[config.mk]
export PLATFORM = sky130hd
export DESIGN_NAME = vm_frame_decoder
export DESIGN_NICKNAME = d
export VERILOG_FILES = /design/src/rtl/vmf_pkg.sv /design/src/rtl/vmf_classify.sv /design/src/rtl/vmf_accum.sv /design/src/rtl/vm_frame_decoder.sv
export SDC_FILE = /design/constraint.sdc
export NUM_CORES = 1
export LEC_CHECK = 0
export BUFFER_PORTS_ARGS = -buffer_cell sky130_fd_sc_hd__buf_2
export CORE_MARGIN = 2
export CORE_UTILIZATION = 45
export DETAILED_ROUTE_END_ITERATION = 10
export HOLD_SLACK_MARGIN = 0.03
export SLEW_MARGIN = 10
export SYNTH_ARGS = -nofsm -noshare
export SYNTH_HDL_FRONTEND = slang
export SYNTH_SLANG_ARGS = --single-unit
[constraint.sdc]
create_clock -name clk -period 3.4 [get_ports clk]
set_input_delay 0.34 -clock clk [delete_from_list [all_inputs] [get_ports clk]]
set_output_delay 0.34 -clock clk [all_outputs]
set_load 0.05 [all_outputs]
[src/rtl/vmf_pkg.sv]
`timescale 1ns/1ps
package vmf_pkg;
   localparam logic [7:0] CH_MSG_END = 8'hA0;
   localparam logic [7:0] CH_CMD_END = 8'hA1;
   localparam logic [7:0] CH_ESC     = 8'hAA;

   typedef enum logic [1:0] {K_DATA, K_ESC, K_MSG_END, K_CMD_END} kind_e;
   typedef enum logic [1:0] {PH_RX, PH_SWAP1, PH_FIN, PH_HOLD} phase_e;

   localparam logic [1:0] ST_OK     = 2'd0;
   localparam logic [1:0] ST_SHORT  = 2'd1;
   localparam logic [1:0] ST_BADSUM = 2'd2;
endpackage

[src/rtl/vmf_classify.sv]
`timescale 1ns/1ps
module vmf_classify
   import vmf_pkg::*;
(
   input  logic [7:0] byte_i,
   output kind_e      kind_o
);
   always_comb begin
      unique case (byte_i)
         CH_MSG_END: kind_o = K_MSG_END;
         CH_CMD_END: kind_o = K_CMD_END;
         CH_ESC:     kind_o = K_ESC;
         default:    kind_o = K_DATA;
      endcase
   end
endmodule

[src/rtl/vmf_accum.sv]
`timescale 1ns/1ps
module vmf_accum #(
   parameter int DEPTH   = 64,
   parameter int ESC_BIT = 4,
   localparam int LEN_W  = $clog2(DEPTH) + 1,
   localparam int ADDR_W = $clog2(DEPTH)
) (
   input  logic              clk,
   input  logic              rst_n,
   input  logic              clr_i,
   input  logic              trim_i,
   input  logic              take_i,
   input  logic              esc_i,
   input  logic [7:0]        data_i,
   output logic [LEN_W-1:0]  len_o,
   output logic [7:0]        sum_o,
   output logic              esc_o,
   output logic              ovf_o,
   output logic [7:0]        head0_o,
   output logic [7:0]        head1_o,
   output logic              store_o,
   output logic [ADDR_W-1:0] addr_o,
   output logic [7:0]        wdata_o
);
   localparam logic [7:0] ESC_MASK = 8'(1) << ESC_BIT;

   logic [LEN_W-1:0] len_q;
   logic [7:0]       sum_q, h0_q, h1_q;
   logic             esc_q, ovf_q;
   logic             full;
   logic [7:0]       plain;

   assign full    = (len_q == LEN_W'(DEPTH));
   assign plain   = esc_q ? (data_i & ~ESC_MASK) : data_i;
   assign store_o = take_i && !ovf_q && !full;
   assign addr_o  = len_q[ADDR_W-1:0];
   assign wdata_o = plain;

   always_ff @(posedge clk) begin
      if (!rst_n || clr_i) begin
         len_q <= '0;
         sum_q <= '0;
         h0_q  <= '0;
         h1_q  <= '0;
         esc_q <= 1'b0;
         ovf_q <= 1'b0;
      end else begin
         if (trim_i) len_q <= len_q - LEN_W'(1);
         if (take_i) begin
            esc_q <= 1'b0;
            if (!ovf_q) begin
               if (full) begin
                  ovf_q <= 1'b1;
               end else begin
                  len_q <= len_q + LEN_W'(1);
                  sum_q <= sum_q + plain;
                  if (len_q == LEN_W'(0)) h0_q <= plain;
                  if (len_q == LEN_W'(1)) h1_q <= plain;
               end
            end
         end else if (esc_i && !ovf_q) begin
            esc_q <= 1'b1;
         end
      end
   end

   assign len_o   = len_q;
   assign sum_o   = sum_q;
   assign esc_o   = esc_q;
   assign ovf_o   = ovf_q;
   assign head0_o = h0_q;
   assign head1_o = h1_q;

   // the count never passes the buffer depth
   a_r4_len_bounded: assert property (@(posedge clk) disable iff (!rst_n)
      len_q <= LEN_W'(DEPTH));
   // overflow stays set until the frame is cleared
   a_r4_ovf_sticky: assert property (@(posedge clk) disable iff (!rst_n)
      (ovf_q && !clr_i) |=> ovf_q);
   // no escape arms while overflowed
   a_r4_no_esc_in_ovf: assert property (@(posedge clk) disable iff (!rst_n)
      (ovf_q && !esc_q && !clr_i) |=> !esc_q);
endmodule

[src/rtl/vm_frame_decoder.sv]
`timescale 1ns/1ps
module vm_frame_decoder
   import vmf_pkg::*;
#(
   parameter int DEPTH   = 64,
   parameter int MIN_MSG = 4,
   parameter int ESC_BIT = 4,
   localparam int LEN_W  = $clog2(DEPTH) + 1,
   localparam int ADDR_W = $clog2(DEPTH)
) (
   input  logic              clk,
   input  logic              rst_n,
   input  logic              rx_en,
   input  logic              rx_valid,
   input  logic [7:0]        rx_byte,
   input  logic              rel_i,
   output logic              wr_en,
   output logic [ADDR_W-1:0] wr_addr,
   output logic [7:0]        wr_data,
   output logic [LEN_W-1:0]  frame_len,
   output logic              msg_done,
   output logic [1:0]        msg_status,
   output logic              cmd_done,
   output logic              frame_err,
   output logic              h2b_attn
);
   generate
      if (DEPTH < MIN_MSG || (DEPTH & (DEPTH - 1)) != 0) begin : g_bad_depth
         $error("DEPTH must be a power of two no smaller than MIN_MSG");
      end
      if (MIN_MSG < 2) begin : g_bad_min
         $error("MIN_MSG must cover the two swapped header bytes");
      end
      if (ESC_BIT < 0 || ESC_BIT > 7) begin : g_bad_esc
         $error("ESC_BIT must select a bit of a byte");
      end
   endgenerate

   kind_e             kind;
   phase_e            phase_q;
   logic [LEN_W-1:0]  len;
   logic [7:0]        sum, head0, head1, sdata;
   logic              esc, ovf, store;
   logic [ADDR_W-1:0] saddr;

   logic fire, term, bad_frame, msg_path, msg_valid, cmd_go, acc_clr;

   vmf_classify u_cls (.byte_i(rx_byte), .kind_o(kind));

   assign fire      = rx_en && rx_valid && (phase_q == PH_RX);
   assign term      = fire && (kind == K_MSG_END || kind == K_CMD_END);
   assign bad_frame = term && (esc || ovf);
   assign msg_path  = fire && (kind == K_MSG_END) && !esc && !ovf && (len != '0);
   assign msg_valid = msg_path && (len >= LEN_W'(MIN_MSG)) && (sum == 8'h00);
   assign cmd_go    = fire && (kind == K_CMD_END) && !esc && !ovf && (len != '0);
   assign acc_clr   = rel_i || bad_frame || cmd_go;

   vmf_accum #(.DEPTH(DEPTH), .ESC_BIT(ESC_BIT)) u_acc (
      .clk     (clk),
      .rst_n   (rst_n),
      .clr_i   (acc_clr),
      .trim_i  (msg_valid),
      .take_i  (fire && kind == K_DATA),
      .esc_i   (fire && kind == K_ESC),
      .data_i  (rx_byte),
      .len_o   (len),
      .sum_o   (sum),
      .esc_o   (esc),
      .ovf_o   (ovf),
      .head0_o (head0),
      .head1_o (head1),
      .store_o (store),
      .addr_o  (saddr),
      .wdata_o (sdata)
   );

   always_ff @(posedge clk) begin
      if (!rst_n) begin
         phase_q    <= PH_RX;
         wr_en      <= 1'b0;
         wr_addr    <= '0;
         wr_data    <= '0;
         frame_len  <= '0;
         msg_done   <= 1'b0;
         msg_status <= ST_OK;
         cmd_done   <= 1'b0;
         frame_err  <= 1'b0;
         h2b_attn   <= 1'b0;
      end else begin
         wr_en     <= 1'b0;
         msg_done  <= 1'b0;
         cmd_done  <= 1'b0;
         frame_err <= 1'b0;
         if (rel_i) begin
            phase_q   <= PH_RX;
            h2b_attn  <= 1'b0;
            frame_len <= '0;
         end else begin
            unique case (phase_q)
               PH_RX: begin
                  if (store) begin
                     wr_en   <= 1'b1;
                     wr_addr <= saddr;
                     wr_data <= sdata;
                  end
                  if (bad_frame) frame_err <= 1'b1;
                  if (cmd_go) begin
                     cmd_done  <= 1'b1;
                     frame_len <= len;
                  end
                  if (msg_path) begin
                     h2b_attn <= 1'b1;
                     if (msg_valid) begin
                        wr_en     <= 1'b1;
                        wr_addr   <= '0;
                        wr_data   <= head1;
                        frame_len <= len - LEN_W'(1);
                        phase_q   <= PH_SWAP1;
                     end else begin
                        msg_done   <= 1'b1;
                        msg_status <= (len < LEN_W'(MIN_MSG)) ? ST_SHORT : ST_BADSUM;
                        frame_len  <= len;
                        phase_q    <= PH_HOLD;
                     end
                  end
               end
               PH_SWAP1: begin
                  wr_en   <= 1'b1;
                  wr_addr <= ADDR_W'(1);
                  wr_data <= head0;
                  phase_q <= PH_FIN;
               end
               PH_FIN: begin
                  msg_done   <= 1'b1;
                  msg_status <= ST_OK;
                  phase_q    <= PH_HOLD;
               end
               default: ;
            endcase
         end
      end
   end

   // a frame error never coincides with a delivery
   a_r5_err_alone: assert property (@(posedge clk) disable iff (!rst_n)
      frame_err |-> (!msg_done && !cmd_done));
   // nothing is written while holding a message
   a_r3_hold_quiet: assert property (@(posedge clk) disable iff (!rst_n)
      (phase_q == PH_HOLD) |=> !wr_en);
   // an overflowed frame writes nothing
   a_r4_ovf_no_write: assert property (@(posedge clk) disable iff (!rst_n)
      (ovf && phase_q == PH_RX) |=> !wr_en);
   // a judged message always comes with attention
   a_r9_done_attn: assert property (@(posedge clk) disable iff (!rst_n)
      msg_done |-> h2b_attn);
   // second swap write targets address 1
   a_r9_swap_order: assert property (@(posedge clk) disable iff (!rst_n)
      (phase_q == PH_SWAP1 && !rel_i) |=> (wr_en && wr_addr == ADDR_W'(1)));
   // commands never raise attention
   a_r10_cmd_no_attn: assert property (@(posedge clk) disable iff (!rst_n)
      cmd_done |-> !h2b_attn);
   // release drops attention on the next cycle
   a_r11_release: assert property (@(posedge clk) disable iff (!rst_n)
      rel_i |=> (!h2b_attn && !msg_done && !cmd_done));
endmodule

Yosys cells after proc, flatten, opt, wreduce, memory -nomap -nowiden
Index checks and enable logic that the tools add are counted.
- flip-flop bits (word level): 63
- bits in latches: 0
- bits in writable memories: 0
- ROM bits: 0
- input bits: 13
- output and inout bits: 28
- word-level logic and storage cells: 120
- memories: 0
- add/sub/neg operators: 3
- multiply operators: 0
- div/mod/pow operators: 0
- magnitude comparators: 2
- eq/ne operators: 12
- shift-type cells: 0
- multiplexer cells: 34
- bitwise gates (word level): 5
- reduce and logical (&&, ||, !) cells: 48
- operator list (kind ; count):
    $mux 7 ; 6
    $eq 8x8->1 const B ; 3
    $mux 8 ; 3
    $logic_and 1x1->1 ; 19
    $mux 6 ; 3
    $pmux 8 s2 ; 1
    $pmux 2 s3 ; 2
    $pmux 6 s2 ; 1
    $reduce_and 4->1 ; 3
    $mux 2 ; 5
    $mux 1 ; 9
    $add 8x8->8 ; 1
    $logic_not 8->1 ; 1
    $reduce_and 2->1 ; 4
    $add 7x1->7 const B ; 1
    $eq 7x1->1 const B ; 1
    $eq 7x7->1 const B ; 1
    $ge 7x3->1 const B ; 1
    $logic_not 7->1 ; 1
    $lt 7x3->1 const B ; 1
    $reduce_bool 7->1 ; 1
    $sub 7x1->7 const B ; 1
    $eq 2x2->1 const B ; 3
    $reduce_bool 2->1 ; 3
    other kinds (13) ; 29

Depth between registers and ports, before layout
- word-level depth: 13
- depth in mapped cells: 10
- gate-level depth less buffers: 9

By module
A second synthesis with hierarchy kept.
- cell total of the unflattened synthesis: 405
- area, all modules: 3601.0 um^2
- modules (own cells, without submodules) (module ; times used ; cells an instance ; area each (um^2) ; seq. area each (um^2)):
    vmf_accum ; 1 ; 197 ; 1789.2 ; 660.6
    vm_frame_decoder ; 1 ; 202 ; 1756.7 ; 600.6
    vmf_classify ; 1 ; 6 ; 55.1 ; 0.0

Worst setup path before layout
No wires, ideal clock.
- path type: register to register
- from: reg u_acc.len_q[0], in the netlist u_acc.len_o[0]
- to: reg frame_len[0]
- setup time: 0.086 ns
- arrival: 2.050 ns
- required time: 3.314 ns
- setup slack: 1.265 ns
- cell stages (with the launch flop): 10
- path buffers: 2
- clock period less this slack: 2.135 ns
- path through: dfxtp_1 > inv_1 > ha_1 > clkbuf_1 > and3_1 > nor4b_4 > nand2_1 > buf_2 > xnor2_1 > a211oi_1
- cells in the longest elaborated chain, start to end: 6
- elaborated cells between the ends (all ways): 12
- those cells by class: 1 x add/sub; 1 x order compare; 3 x mux; 7 x reduce/logical
- RTL lines (element ; RTL line ; text):
    start: declaration ; vmf_accum.sv:27 ; logic [LEN_W-1:0] len_q;
    start signal: assignment ; vmf_accum.sv:48 ; if (trim_i) len_q <= len_q - LEN_W'(1);
    start signal: assignment ; vmf_accum.sv:55 ; len_q <= len_q + LEN_W'(1);
    parallel branches: the longest is 6 deep, another holds $ge 7x3->1 ; n/a ;
    end signal: assignment ; vm_frame_decoder.sv:109 ; frame_len <= len;
    end signal: assignment ; vm_frame_decoder.sv:117 ; frame_len <= len - LEN_W'(1);
    end signal: assignment ; vm_frame_decoder.sv:122 ; frame_len <= len;
    end: declaration ; vm_frame_decoder.sv:20 ; output logic [LEN_W-1:0] frame_len,
Parallel ways; which one is timed is not known. The select of a mux whose other input is x is not followed.
A chain may end at the register's enable or synchronous reset.

Worst setup path in the final report
- from: reg phase_q[0]
- to: reg msg_status[0]
- cells in the longest elaborated chain, start to end: 10
- elaborated cells between the ends (all ways): 14
- those cells by class: 3 x eq/ne; 1 x mux; 10 x reduce/logical
- RTL lines (element ; RTL line ; text):
    start: declaration ; vm_frame_decoder.sv:40 ; phase_e phase_q;
    start signal: assignment ; vm_frame_decoder.sv:79 ; phase_q <= PH_RX;
    start signal: assignment ; vm_frame_decoder.sv:95 ; phase_q <= PH_RX;
    start signal: assignment ; vm_frame_decoder.sv:118 ; phase_q <= PH_SWAP1;
    $logic_not 2->1 ; vm_frame_decoder.sv:50, vm_frame_decoder.sv:99 ;
    $logic_and 1x1->1 ; vm_frame_decoder.sv:50 ; assign fire = rx_en && rx_valid && (phase_q == PH_RX);
    $logic_and 1x1->1 (4 in a row) ; vm_frame_decoder.sv:53 ; assign msg_path = fire && (kind == K_MSG_END) && !esc && !ovf && (len != '0);
    $logic_and 1x1->1 (2 in a row) ; vm_frame_decoder.sv:54 ; assign msg_valid = msg_path && (len >= LEN_W'(MIN_MSG)) && (sum == 8'h00);
    $ne 2x2->1 (no source line) ; n/a ;
    $reduce_and 4->1 (no source line) ; n/a ;
    end signal: assignment ; vm_frame_decoder.sv:121 ; msg_status <= (len < LEN_W'(MIN_MSG)) ? ST_SHORT : ST_BADSUM;
    end: declaration ; vm_frame_decoder.sv:22 ; output logic [1:0] msg_status,
Parallel ways exist; a longest one is shown, timed or not.

==> results by group <==
Die
  – Chip Width: 90.4 µm
  – Die footprint: 8170 µm²
  – Die Y: 90.4 µm
  – Core Region: 7250 µm²
  – FP Rows: 31
  – Io pins: 41
  – Initial Utilization: 46.3%

Final layout
  – Design area: 3860 µm²
  – Share of layout cells above drive strength 1: 17.8%
  – Fin nets: 451
  – Ant diodes: 0
  – Final Util: 53.2%
  – Area Growth Syn to Fin: 14.9%

CTS
  – Clock transition at path regs: 0.07 ns
  – Root Buffer: clkbuf_8
  – CTS hold repair buffers: 0
  – CTS max path bufs: 2
  – Postcts setup bufs: 0
  – CTS tree: done
  – H-tree Lvls: 3
  – CTS sink count: 63
  – Worst-skew pair later-pin latency: 0.35 ns
  – CTS Buf Count: 9
  – CTS resizes: 0

Global routing
  – Met3 usage: 3.59%
  – Aggregate global routing overflow: 0
  – First-pass GRT wire length: 14300 µm
  – GRT busiest layer: met2
  – GRT met2 Usage: 37.2%
  – Largest net degree at the start of global routing: 22
  – Vias in the first global route: 2757
  – Antenna violations before repair: 0
  – Met1 usage: 28.5%
  – All-Layer GR Usage: 22.0%

Status
  – Status: finished, final reports clean

Synthesis
  – Top post-synthesis cells by area: dfxtp_1 (38%), mux2i_1 (7.8%), ha_1 (5.6%)
  – Sequential-to-total area share from yosys stat: 37.6%
  – Most frequent cell after synthesis: dfxtp_1
  – Ys async rst share: 0%
  – EDFF count, synth: 0
  – Yosys top cell area share: 37.6%
  – Syn nets: 409
  – Syn Std Cell Area: 3360 µm²
  – #FFs+latches synth: 63
  – Mean post-synth cell area: 8.83 µm²
  – Top cells by count, synth: dfxtp_1 (63), nor2_1 (48), nand2_1 (28)
  – Unique masters post-synth: 56
  – Yosys top cell by area: dfxtp_1
  – Syn Inst Count: 380
  – Dominant synthesized flop cell: dfxtp_1
  – Number of synthesis warnings: 0

Timing
  – Tcrit/Tclk final: 75.9%
  – Hold WS: 0.319 ns
  – Fin. max-slew vios: 0
  – Fin Clk Skew: 0.00739 ns
  – Setup TNS: 0 ns
  – RSZ-0062 raised after global routing: false
  – Endpoints failing hold: 0
  – Final setup viols: 0
  – Max Fclk: 388 MHz
  – Max_slew headroom: 61.7%
  – Slew @ Worst Pin: 0.573 ns
  – Tmin final: 2.58 ns

Worst hold path
  – Hold WC Path Type: primary input to flip-flop
  – Hold path depth: 3
  – Hold_sp: rx_valid
  – Hold EP: frame_err

Critical path
  – Crit-path cells: inv_1 -> ha_1 -> nand4b_1 -> nor2_1 -> nor4b_4 -> buf_4 -> nand2_1 -> o211ai_1 -> mux2i_1
  – Arrival time worst endpoint: 2.86 ns
  – Worst setup EP type: flip-flop
  – R2r startpoint: phase_q[0]
  – R2R Setup Slk: 0.82 ns
  – Worst setup SP type: flip-flop
  – Max incr delay on CP: 0.35 ns
  – CP max stage cell: dfxtp_1
  – Crit Path Max Fanout: 11
  – CP Class: flip-flop to flip-flop
  – RR Endpoint: msg_status[0]
  – R2R cell count: 9
  – Worst setup path start: phase_q[0]
  – Worst Path Required: 3.68 ns

Power and ir drop
  – PnR Total Power: 0.00157 W
  – Leakage: 1.68 nW
  – Worst IR Drop VDD: 0.281 mV
  – Cell Pwr Density: 406 nW/µm²

Placed design
  – Final HPWL DP: 6400 µm
  – Post-DP Area: 3670 µm²
  – Final GP Congestion: 0.909
  – PortBufs: 40

Drt
  – Routed vias/inst: 5.54
  – DR DRC count: 0
  – Routed len/inst: 16.6 µm
  – Vias: 2915
  – Starting DRT DRC Count: 150
  – Detail Route Antenna Nets: 0
  – DRT Wirelength: 8750 µm
  – Detailed Routing Iterations Pass 1: 5

Run
  – Max Cap Viol: 0
==> layout make-up <==
cell class                 count  area [µm²]
clock inverter                 6        61.3
inverter                      12        45.0
sequential                    63        1260
clock buffer                  10         128
fill                         723        3390
timing repair buffer          51         283
multi-input combinational    285        1960
tap                           99         124
==> where the power goes <==
| part | internal (W) | leakage [nW] | switching (W) |
|---|---|---|---|
| clock | 0.000336 | 0.0960 | 0.000304 |
| combinational | 0.0000572 | 1.08 | 0.000110 |
| sequential | 0.000750 | 0.510 | 0.00000979 |
==> critical path: cells and delay by family (launching register included) <==
| family | cells | cell delay [ns] |
|---|---|---|
| muxes | 1 | 0.22 |
| and+or+nand+nor | 4 | 1.05 |
| adders and majority gates | 1 | 0.25 |
| AOI/OAI and AO/OA | 1 | 0.34 |
| DFF | 1 | 0.35 |
| buffers and inverters | 2 | 0.31 |
==> layout by cell type, fill, tap and decap left out, types with 4 or more instances in the layout <==
master / Yosys / layout
dfxtp_1: 63 / 63
nor2_1: 48 / 48
buf_2: 6 / 40
nand2_1: 28 / 28
mux2i_1: 26 / 26
a21oi_1: 23 / 23
nand3_1: 15 / 15
ha_1: 15 / 15
inv_1: 12 / 12
buf_4: 1 / 11
nand3b_1: 10 / 10
a22o_1: 9 / 9
clkbuf_8: 0 / 9
and3_1: 7 / 7
o211ai_1: 7 / 7
nor3_1: 7 / 7
xnor2_1: 7 / 7
a211oi_1: 6 / 6
a31oi_1: 6 / 6
o21ai_0: 6 / 6
nor2b_1: 5 / 5
o31ai_1: 5 / 5
xor2_1: 5 / 5
and4_1: 4 / 4
o2111ai_1: 4 / 4
o21a_1: 4 / 4
==> logic make-up (layout without fill, tap and decap cells) <==
family / after synthesis / in the layout / synth area share, %
simple gates: 147 / 147 / 23.9
compound gates: 83 / 83 / 17.0
flops: 63 / 63 / 37.6
buf+inv: 32 / 79 / 4.14
mux: 27 / 27 / 8.09
fa+ha+maj: 16 / 16 / 6.19
xor+xnor: 12 / 12 / 3.13
==> worst max-delay path by stage <==
stage	to	slack (ns)
floorplan	frame_len[0]	1.26
global placement	msg_status[1]	0.80
detailed placement	msg_status[0]	0.79
CTS	msg_status[0]	0.84
global route	msg_status[1]	0.63
finish	msg_status[0]	0.82
==> routing by layer <==
metal  wire, µm  vias up
li1           -     1461
met1       4130     1373
met2       4190       70
met3        296       11
met4        134        0
met5          0        -
==> sequential cells by signal, summed over array words and instances, names as in the netlist <==
name / count
wr_en: 1
msg_done: 1
u_acc.esc_o: 1
frame_err: 1
h2b_attn: 1
frame_len: 7
u_acc.sum_o: 8
u_acc.head1_o: 8
phase_q: 2
u_acc.head0_o: 8
u_acc.ovf_o: 1
cmd_done: 1
wr_data: 8
u_acc.len_o: 7
msg_status: 2
wr_addr: 6
==> stage by stage <==
step	worst slack (ns)	cells
after global placement	0.805	510
final	0.820	526
after detailed placement	0.788	510
after floorplan	1.26	380
after CTS	0.839	526
after global routing	0.630	526
(Power assumes the default switching activity.)
